**src/rtl/psram_cfg_pkg.sv**
```systemverilog
package psram_cfg_pkg;

    typedef enum logic [2:0] {
        ST_IDLE,
        ST_ZZ_LEAD,
        ST_ZZ_WR,
        ST_ZZ_TAIL,
        ST_SW_GAP,
        ST_SW_ACC,
        ST_DONE
    } seq_state_e;

    localparam int SW_STEPS = 4;

endpackage

```
**src/rtl/psram_cfg_pack.sv**
```systemverilog
module psram_cfg_pack #(
    parameter int ADDR_W = 20
) (
    input  logic              page_en,
    input  logic [1:0]        temp_sel,
    input  logic              sleep_par,
    input  logic [2:0]        array_sel,
    input  logic [1:0]        case_temp,
    input  logic              use_sw,
    output logic [ADDR_W-1:0] word,
    output logic              too_cold
);
    localparam int UPPER_W = ADDR_W - 8;

    logic [1:0] tcode;
    logic       sleep_bit;

    // refresh code, warmest range maps to 00
    always_comb begin
        unique case (temp_sel)
            2'd3:    tcode = 2'b00;
            2'd2:    tcode = 2'b01;
            2'd1:    tcode = 2'b10;
            default: tcode = 2'b11;
        endcase
    end

    // unlock pattern may never select deep power-down
    assign sleep_bit = use_sw ? 1'b1 : sleep_par;

    // field layout, reserved bits zero
    assign word     = {{UPPER_W{1'b0}}, page_en, tcode, sleep_bit, 1'b0, array_sel};
    // refresh range colder than the case class corrupts data
    assign too_cold = (temp_sel < case_temp);

endmodule

```
**src/rtl/psram_cfg_fsm.sv**
```systemverilog
module psram_cfg_fsm
    import psram_cfg_pkg::*;
#(
    parameter int ADDR_W   = 20,
    parameter int ACC_CYC  = 4,
    parameter int GAP_CYC  = 2,
    parameter int LEAD_CYC = 2,
    parameter int HOLD_CYC = 1
) (
    input  logic              clk,
    input  logic              rst_n,
    input  logic              start,
    input  logic              use_sw,
    input  logic              grant,
    input  logic [ADDR_W-1:0] word_in,
    input  logic              too_cold,
    output seq_state_e        state,
    output logic [1:0]        sw_idx,
    output logic [ADDR_W-1:0] word_q,
    output logic              busy,
    output logic              done,
    output logic              reject
);
    localparam int MAX_A = (ACC_CYC > GAP_CYC) ? ACC_CYC : GAP_CYC;
    localparam int MAX_B = (LEAD_CYC > HOLD_CYC) ? LEAD_CYC : HOLD_CYC;
    localparam int MAX_C = (MAX_A > MAX_B) ? MAX_A : MAX_B;
    localparam int CNT_W = $clog2(MAX_C + 1);
    localparam logic [CNT_W-1:0] LD_ACC  = CNT_W'(ACC_CYC - 1);
    localparam logic [CNT_W-1:0] LD_GAP  = CNT_W'(GAP_CYC - 1);
    localparam logic [CNT_W-1:0] LD_LEAD = CNT_W'(LEAD_CYC - 1);
    localparam logic [CNT_W-1:0] LD_HOLD = CNT_W'(HOLD_CYC - 1);
    localparam logic [1:0]       LAST_IDX = 2'(SW_STEPS - 1);

    seq_state_e       nxt_state;
    logic [CNT_W-1:0] cnt, nxt_cnt;
    logic [1:0]       nxt_idx;
    logic             expired;

    assign expired = grant && (cnt == '0);

    // next-state logic
    always_comb begin
        nxt_state = state;
        nxt_cnt   = cnt;
        nxt_idx   = sw_idx;
        unique case (state)
            ST_IDLE: begin
                if (start) begin
                    nxt_idx = '0;
                    if (too_cold) begin
                        nxt_state = ST_DONE;
                    end else if (use_sw) begin
                        nxt_state = ST_SW_GAP;
                        nxt_cnt   = LD_GAP;
                    end else begin
                        nxt_state = ST_ZZ_LEAD;
                        nxt_cnt   = LD_LEAD;
                    end
                end
            end
            ST_ZZ_LEAD: begin
                if (expired) begin
                    nxt_state = ST_ZZ_WR;
                    nxt_cnt   = LD_ACC;
                end
            end
            ST_ZZ_WR: begin
                if (expired) begin
                    nxt_state = ST_ZZ_TAIL;
                    nxt_cnt   = LD_HOLD;
                end
            end
            ST_ZZ_TAIL: begin
                if (expired) nxt_state = ST_DONE;
            end
            ST_SW_GAP: begin
                if (expired) begin
                    nxt_state = ST_SW_ACC;
                    nxt_cnt   = LD_ACC;
                end
            end
            ST_SW_ACC: begin
                if (expired) begin
                    if (sw_idx == LAST_IDX) begin
                        nxt_state = ST_DONE;
                    end else begin
                        nxt_state = ST_SW_GAP;
                        nxt_cnt   = LD_GAP;
                        nxt_idx   = sw_idx + 2'd1;
                    end
                end
            end
            ST_DONE: nxt_state = ST_IDLE;
            default: nxt_state = ST_IDLE;
        endcase
        if (grant && (cnt != '0) && (state != ST_IDLE) && (state != ST_DONE)) begin
            nxt_cnt = cnt - 1'b1;
        end
    end

    // state register
    always_ff @(posedge clk or negedge rst_n) begin
        if (!rst_n) begin
            state  <= ST_IDLE;
            cnt    <= '0;
            sw_idx <= '0;
            word_q <= '0;
            reject <= 1'b0;
        end else begin
            state  <= nxt_state;
            cnt    <= nxt_cnt;
            sw_idx <= nxt_idx;
            if (state == ST_IDLE && start) begin
                word_q <= word_in;
                reject <= too_cold;
            end
        end
    end

    // outputs
    always_comb begin
        busy = (state != ST_IDLE);
        done = (state == ST_DONE);
    end

    // completion is a single-cycle pulse
    p_done_pulse_r9: assert property (@(posedge clk) disable iff (!rst_n)
        done |=> !done);

    // no progress in timed states while the bus is withdrawn
    p_hold_on_no_grant_r8: assert property (@(posedge clk) disable iff (!rst_n)
        (!grant && busy && !done) |=> ($stable(cnt) && $stable(sw_idx) && $stable(state)));

    // a rejected load goes straight to completion
    p_reject_direct_r3: assert property (@(posedge clk) disable iff (!rst_n)
        (state == ST_IDLE && start && too_cold) |=> (done && reject));

endmodule

```
**src/rtl/psram_cfg_pins.sv**
```systemverilog
module psram_cfg_pins
    import psram_cfg_pkg::*;
#(
    parameter int ADDR_W     = 20,
    parameter int DATA_W     = 16,
    parameter int MAX_ZZ_CYC = 62
) (
    input  logic              clk,
    input  logic              rst_n,
    input  seq_state_e        state,
    input  logic [1:0]        sw_idx,
    input  logic [ADDR_W-1:0] word_q,
    input  logic              grant,
    output logic [ADDR_W-1:0] mem_addr,
    output logic [DATA_W-1:0] mem_dq_out,
    output logic              mem_dq_oe,
    output logic              mem_ce_n,
    output logic              mem_we_n,
    output logic              mem_oe_n,
    output logic [1:0]        mem_bsel_n,
    output logic              mem_sleep_n
);
    localparam int ZZ_W = $clog2(MAX_ZZ_CYC + 2);
    localparam logic [ZZ_W-1:0] ZZ_SAT = {ZZ_W{1'b1}};

    always_comb begin
        mem_addr    = '0;
        mem_dq_out  = '0;
        mem_dq_oe   = 1'b0;
        mem_ce_n    = 1'b1;
        mem_we_n    = 1'b1;
        mem_oe_n    = 1'b1;
        mem_bsel_n  = 2'b11;
        mem_sleep_n = 1'b1;
        if (grant) begin
            unique case (state)
                ST_ZZ_LEAD, ST_ZZ_TAIL: begin
                    mem_sleep_n = 1'b0;
                    mem_addr    = word_q;
                end
                ST_ZZ_WR: begin
                    mem_sleep_n = 1'b0;
                    mem_addr    = word_q;
                    mem_ce_n    = 1'b0;
                    mem_we_n    = 1'b0;
                end
                ST_SW_GAP: begin
                    mem_addr = '1;
                end
                ST_SW_ACC: begin
                    mem_addr   = '1;
                    mem_ce_n   = 1'b0;
                    mem_bsel_n = 2'b00;
                    if (sw_idx[1] == 1'b0) begin
                        mem_oe_n = 1'b0;
                    end else begin
                        mem_we_n   = 1'b0;
                        mem_dq_oe  = 1'b1;
                        mem_dq_out = sw_idx[0] ? word_q[DATA_W-1:0] : '0;
                    end
                end
                default: ;
            endcase
        end
    end

    // run length of the sleep pin held low
    logic [ZZ_W-1:0] zz_run;
    always_ff @(posedge clk or negedge rst_n) begin
        if (!rst_n)            zz_run <= '0;
        else if (mem_sleep_n)  zz_run <= '0;
        else if (zz_run != ZZ_SAT) zz_run <= zz_run + 1'b1;
    end

    // sleep pin framing stays inside its window
    p_zz_window_r5: assert property (@(posedge clk) disable iff (!rst_n)
        zz_run <= ZZ_W'(MAX_ZZ_CYC));

    // pins idle whenever the bus is not granted
    p_idle_no_grant_r8: assert property (@(posedge clk) disable iff (!rst_n)
        !grant |-> (mem_ce_n && mem_sleep_n && !mem_dq_oe && mem_we_n));

    // never read and write strobes together
    p_rd_wr_excl_r11: assert property (@(posedge clk) disable iff (!rst_n)
        !(!mem_oe_n && !mem_we_n));

    // a data-carried word always keeps partial-array sleep
    p_sw_no_dpd_r7: assert property (@(posedge clk) disable iff (!rst_n)
        (mem_dq_oe && mem_dq_out != '0) |-> mem_dq_out[4]);

    // reserved bits zero on the address-carried word
    p_reserved_zero_r1: assert property (@(posedge clk) disable iff (!rst_n)
        (!mem_sleep_n && !mem_we_n) |-> (mem_addr[ADDR_W-1:8] == '0 && !mem_addr[3]));

endmodule

```
**src/rtl/psram_cfg_loader.sv**
```systemverilog
module psram_cfg_loader
    import psram_cfg_pkg::*;
#(
    parameter int ADDR_W     = 20,
    parameter int DATA_W     = 16,
    parameter int ACC_CYC    = 4,
    parameter int GAP_CYC    = 2,
    parameter int LEAD_CYC   = 2,
    parameter int HOLD_CYC   = 1,
    parameter int MAX_ZZ_CYC = 62
) (
    input  logic              clk,
    input  logic              rst_n,
    input  logic              start,
    input  logic              use_sw,
    input  logic              page_en,
    input  logic [1:0]        temp_sel,
    input  logic              sleep_par,
    input  logic [2:0]        array_sel,
    input  logic [1:0]        case_temp,
    input  logic              grant,
    output logic              busy,
    output logic              done,
    output logic              reject,
    output logic [ADDR_W-1:0] mem_addr,
    output logic [DATA_W-1:0] mem_dq_out,
    output logic              mem_dq_oe,
    output logic              mem_ce_n,
    output logic              mem_we_n,
    output logic              mem_oe_n,
    output logic [1:0]        mem_bsel_n,
    output logic              mem_sleep_n
);
    logic [ADDR_W-1:0] word_c, word_q;
    logic              too_cold;
    seq_state_e        state;
    logic [1:0]        sw_idx;

    psram_cfg_pack #(.ADDR_W(ADDR_W)) u_pack (
        .page_en  (page_en),
        .temp_sel (temp_sel),
        .sleep_par(sleep_par),
        .array_sel(array_sel),
        .case_temp(case_temp),
        .use_sw   (use_sw),
        .word     (word_c),
        .too_cold (too_cold)
    );

    psram_cfg_fsm #(
        .ADDR_W  (ADDR_W),
        .ACC_CYC (ACC_CYC),
        .GAP_CYC (GAP_CYC),
        .LEAD_CYC(LEAD_CYC),
        .HOLD_CYC(HOLD_CYC)
    ) u_fsm (
        .clk     (clk),
        .rst_n   (rst_n),
        .start   (start),
        .use_sw  (use_sw),
        .grant   (grant),
        .word_in (word_c),
        .too_cold(too_cold),
        .state   (state),
        .sw_idx  (sw_idx),
        .word_q  (word_q),
        .busy    (busy),
        .done    (done),
        .reject  (reject)
    );

    psram_cfg_pins #(
        .ADDR_W    (ADDR_W),
        .DATA_W    (DATA_W),
        .MAX_ZZ_CYC(MAX_ZZ_CYC)
    ) u_pins (
        .clk        (clk),
        .rst_n      (rst_n),
        .state      (state),
        .sw_idx     (sw_idx),
        .word_q     (word_q),
        .grant      (grant),
        .mem_addr   (mem_addr),
        .mem_dq_out (mem_dq_out),
        .mem_dq_oe  (mem_dq_oe),
        .mem_ce_n   (mem_ce_n),
        .mem_we_n   (mem_we_n),
        .mem_oe_n   (mem_oe_n),
        .mem_bsel_n (mem_bsel_n),
        .mem_sleep_n(mem_sleep_n)
    );

endmodule

```
**config.mk**
```make
export PLATFORM = sky130hd
export DESIGN_NAME = psram_cfg_loader
export DESIGN_NICKNAME = d
export VERILOG_FILES = /design/src/rtl/psram_cfg_pkg.sv /design/src/rtl/psram_cfg_pack.sv /design/src/rtl/psram_cfg_fsm.sv /design/src/rtl/psram_cfg_pins.sv /design/src/rtl/psram_cfg_loader.sv
export SDC_FILE = /design/constraint.sdc
export NUM_CORES = 1
export LEC_CHECK = 0
export ABC_CLOCK_PERIOD_IN_PS = 2500
export BUFFER_PORTS_ARGS = -buffer_cell sky130_fd_sc_hd__buf_2
export CAP_MARGIN = 20
export CORE_MARGIN = 2
export CORE_UTILIZATION = 47
export DETAILED_ROUTE_END_ITERATION = 12
export PLACE_DENSITY = 0.8
export SLEW_MARGIN = 20
export SYNTH_ARGS = -nofsm -noshare
export SYNTH_HDL_FRONTEND = slang
export SYNTH_SLANG_ARGS = --single-unit
```
**constraint.sdc**
```tcl
create_clock -name clk -period 2.5 [get_ports clk]
set_input_delay 0 -clock clk [delete_from_list [all_inputs] [get_ports clk]]
set_output_delay 0 -clock clk [all_outputs]
set_load 0.05 [all_outputs]
```
==> results of run 1 <==
[cells by family (layout without fill, tap and decap cells)]
logic type      after synthesis  count (layout)  share of synthesized area (%)
simple gates                 42              42                          18.79
compound gates               35              35                          20.14
buf+inv                      37              75                          18.50
other cells                   1               9                         0.2887
flops                        16              16                          30.83
mux                           9               9                          7.610
fa+ha+maj                     4               4                          3.854
[state kept, by name (all words and copies together) (netlist names)]
| signal | cells |
|---|---|
| u_fsm.sw_idx | 2 |
| u_fsm.cnt | 3 |
| u_fsm.reject | 1 |
| u_fsm.state | 3 |
| u_fsm.word_q | 7 |
[repair_timing]
| action | 4_1_cts | 5_1_grt |
|---|---|---|
| hold buffers | 10 | 0 |
| gates resized for setup | 0 | 0 |
| hold endpoints to repair | 24 | 0 |
[cell usage in the layout (no fill, tap or decap), types with 6 or more instances in the layout]
cell,netlist,final
nand2_1,10,10
conb_1,1,9
nor2_1,7,7
mux2_1,6,6
dlygate4sd3_1,0,10
inv_1,8,8
dfrtp_1,16,16
o21ai_0,6,6
buf_2,3,50
a21o_1,7,7
and2_1,8,8
[worst max-delay path by stage]
| stage | startpoint | to |
|---|---|---|
| 2_1_floorplan | u_fsm.state[1] | mem_oe_n |
| 3_3_place_gp | u_fsm.cnt[0] | u_fsm.sw_idx[1] |
| 3_5_place_dp | u_fsm.cnt[0] | u_fsm.sw_idx[1] |
| 4_1_cts | u_fsm.state[1] | mem_oe_n |
| 5_1_grt | u_fsm.state[1] | mem_oe_n |
| 6_report | u_fsm.state[1] | mem_oe_n |
[per-stage QoR]
step / setup WS (ns) / total power [mW] / hold WS [ns]
final: 0.3756 / 2.042 / 0.03211
after global routing: 0.2409 / 2.151 / 0.06415
after CTS: 0.3757 / 2.036 / 0.03516
after detailed placement: 0.4642 / 1.840 / -0.06609
after global placement: 0.5802 / 1.783 / -0.06639
after floorplan: 0.3311 / 1.660 / -0.2956
[synth_stat cells, types with 2 or more instances]
master / n
o21bai_1: 2
o31a_1: 2
nand2_1: 10
nand2b_1: 2
and2_1: 8
mux2i_1: 2
and3_1: 3
inv_1: 8
nor2_1: 7
a31oi_1: 2
ha_1: 4
mux2_1: 6
buf_2: 3
dfrtp_1: 16
o21ai_0: 6
buf_4: 24
a21o_1: 7
nor2b_1: 2
a21oi_1: 4
o32ai_1: 2
[critical path: cells and delay by family, from the launching register on]
kind                   cells  cell delay [ns]
and+or+nand+nor            4             0.80
DFF                        1             0.59
buffers and inverters      2             0.43
[power groups by stage]
stage | combinational (mW) | clock (mW) | sequential, mW
2_1_floorplan | 1.18 | 0 | 0.479
3_3_place_gp | 1.28 | 0 | 0.504
3_5_place_dp | 1.32 | 0 | 0.516
4_1_cts | 1.34 | 0.187 | 0.510
5_1_grt | 1.42 | 0.198 | 0.533
6_report | 1.34 | 0.187 | 0.511
[layer usage]
layer  GRT usage, %  wire [um]  vias to the layer above
li1               -          -                      562
met1          22.22       1172                      571
met2          33.22       1590                       52
met3          3.917        198                        4
met4          7.483         42                        0
met5              0          0                        -
[area by class of cell]
cell class,count,area (um2)
clock buffers,4,36.28
multi-input cells,99,688.2
fillers,244,1124
well taps,31,38.79
flip-flops and latches,16,400.4
inverters,9,33.78
repair buffers,62,365.4
==> flow_summary.ini, run 1 <==
[logic_synthesis]
ys_warn_count = 0
synth_flop_cell = dfrtp_1
netlist.top_cell.by_area = dfrtp_1
synth_area_leaders = dfrtp_1 (31%), buf_4 (14%), mux2_1 (5.2%)
synth-edff-count = 0
seq_area_frac_synth_pct = 30.83
async_flop_share_pct = 100.0
ys_types = 44
syn_inst = 144
synth_seq_cells = 16
syn_area_um2 = 1299
syn-mean-instance-area_um2 = 9.019
synth_top_area_share_pct = 30.83

[die]
die_y_um = 56.57
core_um2 = 2686
start_util_pct = 48.35
io_pins = 60
die_area_um2 = 3200
rows = 19
dieWidth_um = 56.57

[flow_run]
maxCapViolCount = 0

[power_and_ir_drop]
pwr-share-clk_pct = 9.2
vdd_ir_drop_max_mv = 0.7369
p_int_mw = 0.8556
comb_power_share_pct = 65.8
p_leak_nw = 0.8329
switching_share_pct = 58.11
seqPwrFrac_pct = 25.0
switching_power_mw = 1.187
powerDensity_nw_per_um2 = 1307

[cts]
clk_latency_ns = 0.31
cts_buffers = 3
htreeDepth = 1
cts-root-buf = clkbuf_4
cts_tree = done
post_cts_buffers = 0
clk_pin_slew_worst_paths_ns = 0.10
clk_path_buf_depth = 2
clock-sinks = 16

[sta]
setup_tns_ns = 0
period_needed_ns = 2.124
fmax_ghz = 0.4707
skew_ns = 0.002989
relSlewSlack_pct = 64.27
setup_violations = 0
final_hold_viol_count = 0
worst_pin_slew_ns = 0.5359
slew_violations = 0
rsz0062_at_grt = no
period_share_pct = 84.97

[placed_design]
gp_congestion = 0.8306
dp.cells = 207
hpwl_um = 2200
port_buffers = 50
place_area_um2 = 1426

[drt]
final_antenna_net_count = 0
routed_wl_um = 3003
drt_iter0_drc = 65
vias_per_cell = 5.380
route.detailed.drc = 0
vias = 1189
first_pass_iters = 4
wl_per_cell_um = 13.59

[hold_path]
hold_path_startpoint = start
hp-class = input pin to register
hold_path_end = u_fsm.state[0]
hold_path_depth = 4

[critical_path]
r2r-end = u_fsm.sw_idx[1]
worstPathCellList = and2b_1 > and2_1 > buf_4 > nand2_1 > or2_1 > buf_2
critical_path_class = register to primary output
endpoint_kind = primary output
worstPathMaxFanout = 22
ff2ff_setup_slack_ns = 0.43
start_kind = register
r2r_start = u_fsm.cnt[0]
reg2regPathDepth = 7
crit_arrival_ns = 2.12
worst_path_max_delay_cell = dfrtp_1
worstPathRequired_ns = 2.50
critPathMaxStageDelay_ns = 0.59

[cells_and_area]
final_core_util_pct = 58.17
area_delta_synth_final_pct = 20.33
nNetsFinal = 209
stdcell_area_um2 = 1563
instances_no_fill = 221
diodes = 0
layout-drive-gt1-share_pct = 34.21

[global_routing]
grt_pass1_wl_um = 4761
antenna_found_initial = 0
grt_usage_pct = 18.89
grt_max_degree = 23
grt-ovfl-total = 0
grt_pass1_vias = 1083

[status]
status = complete, no violations
(Power assumes the default switching activity.)
==> inputs of run 2 (changes only) <==
- ABC_AREA: not set -> 1
- ABC_CLOCK_PERIOD_IN_PS: 2500 -> 1850
- CORE_UTILIZATION: 47 -> 43
- PLACE_DENSITY: 0.8 -> 0.76
- clock period: 2.5 -> 1.85 ns (I/O delays scaled with it)
==> flow_summary.ini, run 2 <==
[status]
status = complete, no violations

[logic_synthesis]
syn_area_um2 = 1381
ys_types = 24
synth_flop_cell = dfrtp_1
synth_area_leaders = dfrtp_1 (29%), buf_4 (12%), nand2_1 (11%)
syn_inst = 184
syn-mean-instance-area_um2 = 7.507
netlist.top_cell.by_area = dfrtp_1
seq_area_frac_synth_pct = 28.99
synth_seq_cells = 16
synth-edff-count = 0
synth_top_area_share_pct = 28.99
ys_warn_count = 0
yosys-top-cells-count = nand2_1 (39), inv_1 (28), buf_4 (22)
synth_most_common_cell = nand2_1
async_flop_share_pct = 100.0

[sta]
slew_violations = 0
final_hold_viol_count = 0
skew_ns = 0.006927
setup_violations = 0
setup_slack_ns = 0.1122
rsz0062_at_grt = no
period_needed_ns = 1.738
period_share_pct = 93.93
hold_slack_ns = 0.1585
setup_tns_ns = 0
fmax_ghz = 0.5754

[placed_design]
gp_congestion = 0.9162
hpwl_um = 2358
dp.cells = 264
port_buffers = 50
place_area_um2 = 1583
pre_cts_ws_ns = 0.2827

[die]
dieWidth_um = 60.68
start_util_pct = 45.25
die_y_um = 60.68
core_um2 = 3053
rows = 20
io_pins = 60
die_area_um2 = 3681

[global_routing]
antenna_found_initial = 0
grt_use_met3_pct = 2.132
grt_max_degree = 17
grt_busiest_layer = met2
met2_usage_pct = 32.87
grt_pass1_wl_um = 5181
grt_pass1_vias = 1226
grt_use_met1_pct = 23.54
grt-ovfl-total = 0
grt_usage_pct = 18.82

[cts]
clock-sinks = 16
cts_tree = done
cts-root-buf = clkbuf_4
cts_buffers = 3
clk_pin_slew_worst_paths_ns = 0.11
clk_path_buf_depth = 2
clk_latency_ns = 0.29
htreeDepth = 1

[drt]
wl_per_cell_um = 11.31
final_antenna_net_count = 0
drt_iter0_drc = 20
vias = 1264
route.detailed.drc = 0
first_pass_iters = 4
vias_per_cell = 4.514
routed_wl_um = 3166

[critical_path]
worstPathRequired_ns = 1.85
start_kind = register
endpoint_kind = primary output
critical_path_class = register to primary output
worstPathMaxFanout = 7
ff2ff_setup_slack_ns = 0.30
crit_arrival_ns = 1.74

[cells_and_area]
area_delta_synth_final_pct = 26.81
final_cell_mix = buf_2 (43), nand2_1 (39), inv_1 (28)
stdcell_area_um2 = 1752
mostFrequentLayoutCell = buf_2
final_core_util_pct = 57.38
reg_top3 = u_fsm.word_q (7), u_fsm.cnt (3), u_fsm.state (3)
largest_reg_flops = 7
top_register = u_fsm.word_q
nNetsFinal = 255
diodes = 0
instances_no_fill = 280
layout-drive-gt1-share_pct = 38.14

[power_and_ir_drop]
vdd_ir_drop_max_mv = 0.8839
p_leak_nw = 0.9647
p_total_mw = 3.115
powerDensity_nw_per_um2 = 1778

[hold_path]
hp-class = input pin to asynchronous set/reset pin

[flow_run]
maxCapViolCount = 0
==> run 2: changes by cell type after synthesis, sizes merged, moves of 7 or more <==
cell,change
a21o,-7
nor2,+13
inv,+23
o21ai,+21
nand3,+7
nand2,+32
mux2,-7
and2,-8
==> run 2: cell type report <==
class	count	area, um2
Sequential cell	16	402.9
Fill cell	291	1301
Inverter	32	120.1
Tap cell	44	55.05
Timing Repair Buffer	64	395.4
Clock buffer	4	36.28
Multi-Input combinational cell	120	742.0
==> run 2: power by group <==
| group | switching, mW | internal, mW | total [mW] |
|---|---|---|---|
| Combinational | 1.66 | 0.594 | 2.25 |
| Clock | 0.123 | 0.120 | 0.243 |
| Sequential | 0.107 | 0.513 | 0.620 |
==> run 2: repair_timing <==
action,in CTS,in global routing
resized for setup,8,1
setup endpoints to repair,7,7
hold buffers,9,0
endpoints found under the hold margin,23,0
buffers inserted,0,3
==> run 2: final timing paths <==
| check | start | to | cells past startpoint |
|---|---|---|---|
| max reg2reg | u_fsm.cnt[0] | u_fsm.cnt[1] | 11 |
| min | rst_n | u_fsm.word_q[5] | 2 |
| min reg2reg | u_fsm.cnt[2] | u_fsm.cnt[2] | 2 |
| max in group asynchronous | rst_n | u_fsm.state[0] | 2 |
| max | u_fsm.state[1] | mem_dq_out[5] | 8 |
| min in group clk | start | u_fsm.word_q[5] | 5 |
==> run 2: critical path: stages, from the launching register on <==
cell	delay (ns)
dfrtp_2	0.47
nor2_4	0.15
nand2_4	0.08
nor2_4	0.09
inv_2	0.06
nor2_4	0.12
nand2_4	0.15
nor2_4	0.11
buf_4	0.20
==> run 2: logic make-up (layout without fill, tap and decap cells) <==
family	after synthesis	in the layout	synth area share [%]
compound gates	29	29	10.69
fa+ha+maj	4	4	3.623
buf+inv	56	100	22.55
flops	16	16	28.99
other cells	1	9	0.2715
simple gates	78	78	33.88
==> run 2: per-layer routing <==
layer / routed length, um / vias to the layer above
li1: - / 652
met1: 1357 / 557
met2: 1602 / 49
met3: 159 / 6
met4: 47 / 0
met5: 0 / -
==> inputs of run 3 (changes only) <==
- SETUP_SLACK_MARGIN: not set -> 0.15
==> flow_summary.ini, run 3 (synthesis results as in run 2) <==
[status]
status = complete, no violations

[hold_path]
hp-class = input pin to asynchronous set/reset pin

[cts]
clk_pin_slew_worst_paths_ns = 0.10
htreeDepth = 1
cts_buffers = 3
clk_path_buf_depth = 2
clk_latency_ns = 0.29
cts_tree = done
clock-sinks = 16
cts-root-buf = clkbuf_4

[critical_path]
crit_family = simple AND/OR/NAND/NOR gates
cp_common_cell = nor2_4
endpoint_kind = primary output
worstPathCellList = nor2_4 > nand2_4 > nor2_4 > inv_4 > nor2_4 > nand2_8 > nor2_4 > buf_8
critical_path_class = register to primary output
critPathMaxStageDelay_ns = 0.48
start_kind = register
worstPathMaxFanout = 7
path_buf_inv = 2
worstPathRequired_ns = 1.85
worst_path_max_delay_cell = dfrtp_2
crit_arrival_ns = 1.75

[cells_and_area]
layout-drive-gt1-share_pct = 45.78
area_delta_synth_final_pct = 49.73
largest_reg_flops = 7
top_register = u_fsm.word_q
nNetsFinal = 268
diodes = 0
mostFrequentLayoutCell = nand2_1
reg_top3 = u_fsm.word_q (7), u_fsm.cnt (3), u_fsm.state (3)
stdcell_area_um2 = 2068
final_core_util_pct = 67.75
final_cell_mix = nand2_1 (38), buf_2 (34), inv_1 (26)

[drt]
route.detailed.drc = 0
final_antenna_net_count = 0
drt_iter0_drc = 82
vias_per_cell = 4.884
vias = 1431
first_pass_iters = 4
routed_wl_um = 3914
wl_per_cell_um = 13.36

[global_routing]
grt_usage_pct = 19.39
grt_pass1_wl_um = 5285
antenna_found_initial = 0
grt-ovfl-total = 0
grt_max_degree = 17
grt_pass1_vias = 1214

[placed_design]
gp_congestion = 0.9181
hpwl_um = 2265
port_buffers = 50
place_area_um2 = 1668

[sta]
rsz0062_at_grt = yes
slew_violations = 0
skew_ns = 0.005180
setup_violations = 0
period_share_pct = 94.43
final_hold_viol_count = 0
fmax_ghz = 0.5724
period_needed_ns = 1.747

[flow_run]
maxCapViolCount = 0

[power_and_ir_drop]
vdd_ir_drop_max_mv = 0.7758
p_leak_nw = 1.060
powerDensity_nw_per_um2 = 1758

[die]
core_um2 = 3053
die_y_um = 60.68
io_pins = 60
die_area_um2 = 3681
start_util_pct = 45.25
dieWidth_um = 60.68
rows = 20
run 3: cell count changes in the layout (fill, tap and decap cells not counted), sizes merged:
cell,before,now
clkinvlp,0,1
inv,32,31
buf,55,68
run 3: per-layer routing:
layer / track usage (%) / part of all wire, % / up-vias
li1: - / - / 675
met1: 23.80 / 37 / 647
met2: 32.26 / 51 / 92
met3: 3.198 / 8.4 / 17
met4: 10.87 / 3.7 / 0
met5: 0 / 0 / -
run 3: worst paths after layout:
path,start,end,slack [ns],depth (start not counted)
min reg2reg,u_fsm.cnt[1],u_fsm.cnt[1],0.49,2
min,rst_n,u_fsm.sw_idx[1],0.16,2
max,u_fsm.state[1],mem_dq_out[4],0.10,8
max in group asynchronous,rst_n,u_fsm.state[0],1.40,2
min in group clk,start,u_fsm.word_q[7],0.17,5
max reg2reg,u_fsm.state[1],u_fsm.reject,0.21,8
run 3: repair_timing:
item	in CTS	in global routing
setup buffers	9	7
hold endpoints to repair	23	0
gates cloned	0	0
hold buffers	9	0
pin swaps	6	3
gates resized for setup	23	28
endpoints found under the setup margin	15	32
run 3: report_power, final:
group          internal, mW  total (mW)  switching (mW)
sequential            0.515       0.634           0.119
combinational         0.862        2.76            1.90
clock                 0.120       0.242           0.122
run 3: per-stage QoR:
step                      hold slack [ns]  instances  setup TNS [ns]  setup slack, ns  power [mW]
after global placement           -0.06491        264               0           0.2556       2.911
after global routing               0.1876        293       -0.005855        -0.003854       3.873
final                              0.1575        293               0           0.1031       3.636
after floorplan                   -0.2956        192               0          0.07358       2.672
after CTS                          0.1478        286               0           0.1137       3.322
after detailed placement         -0.06347        264               0           0.2389       2.939
run 3: final cells by class:
class / count / area [um2]
Inverter: 32 / 128.9
Clock buffer: 4 / 36.28
Fill cell: 249 / 984.7
Sequential cell: 16 / 404.1
Timing Repair Buffer: 77 / 606.8
Multi-Input combinational cell: 120 / 837.1
Tap cell: 44 / 55.05
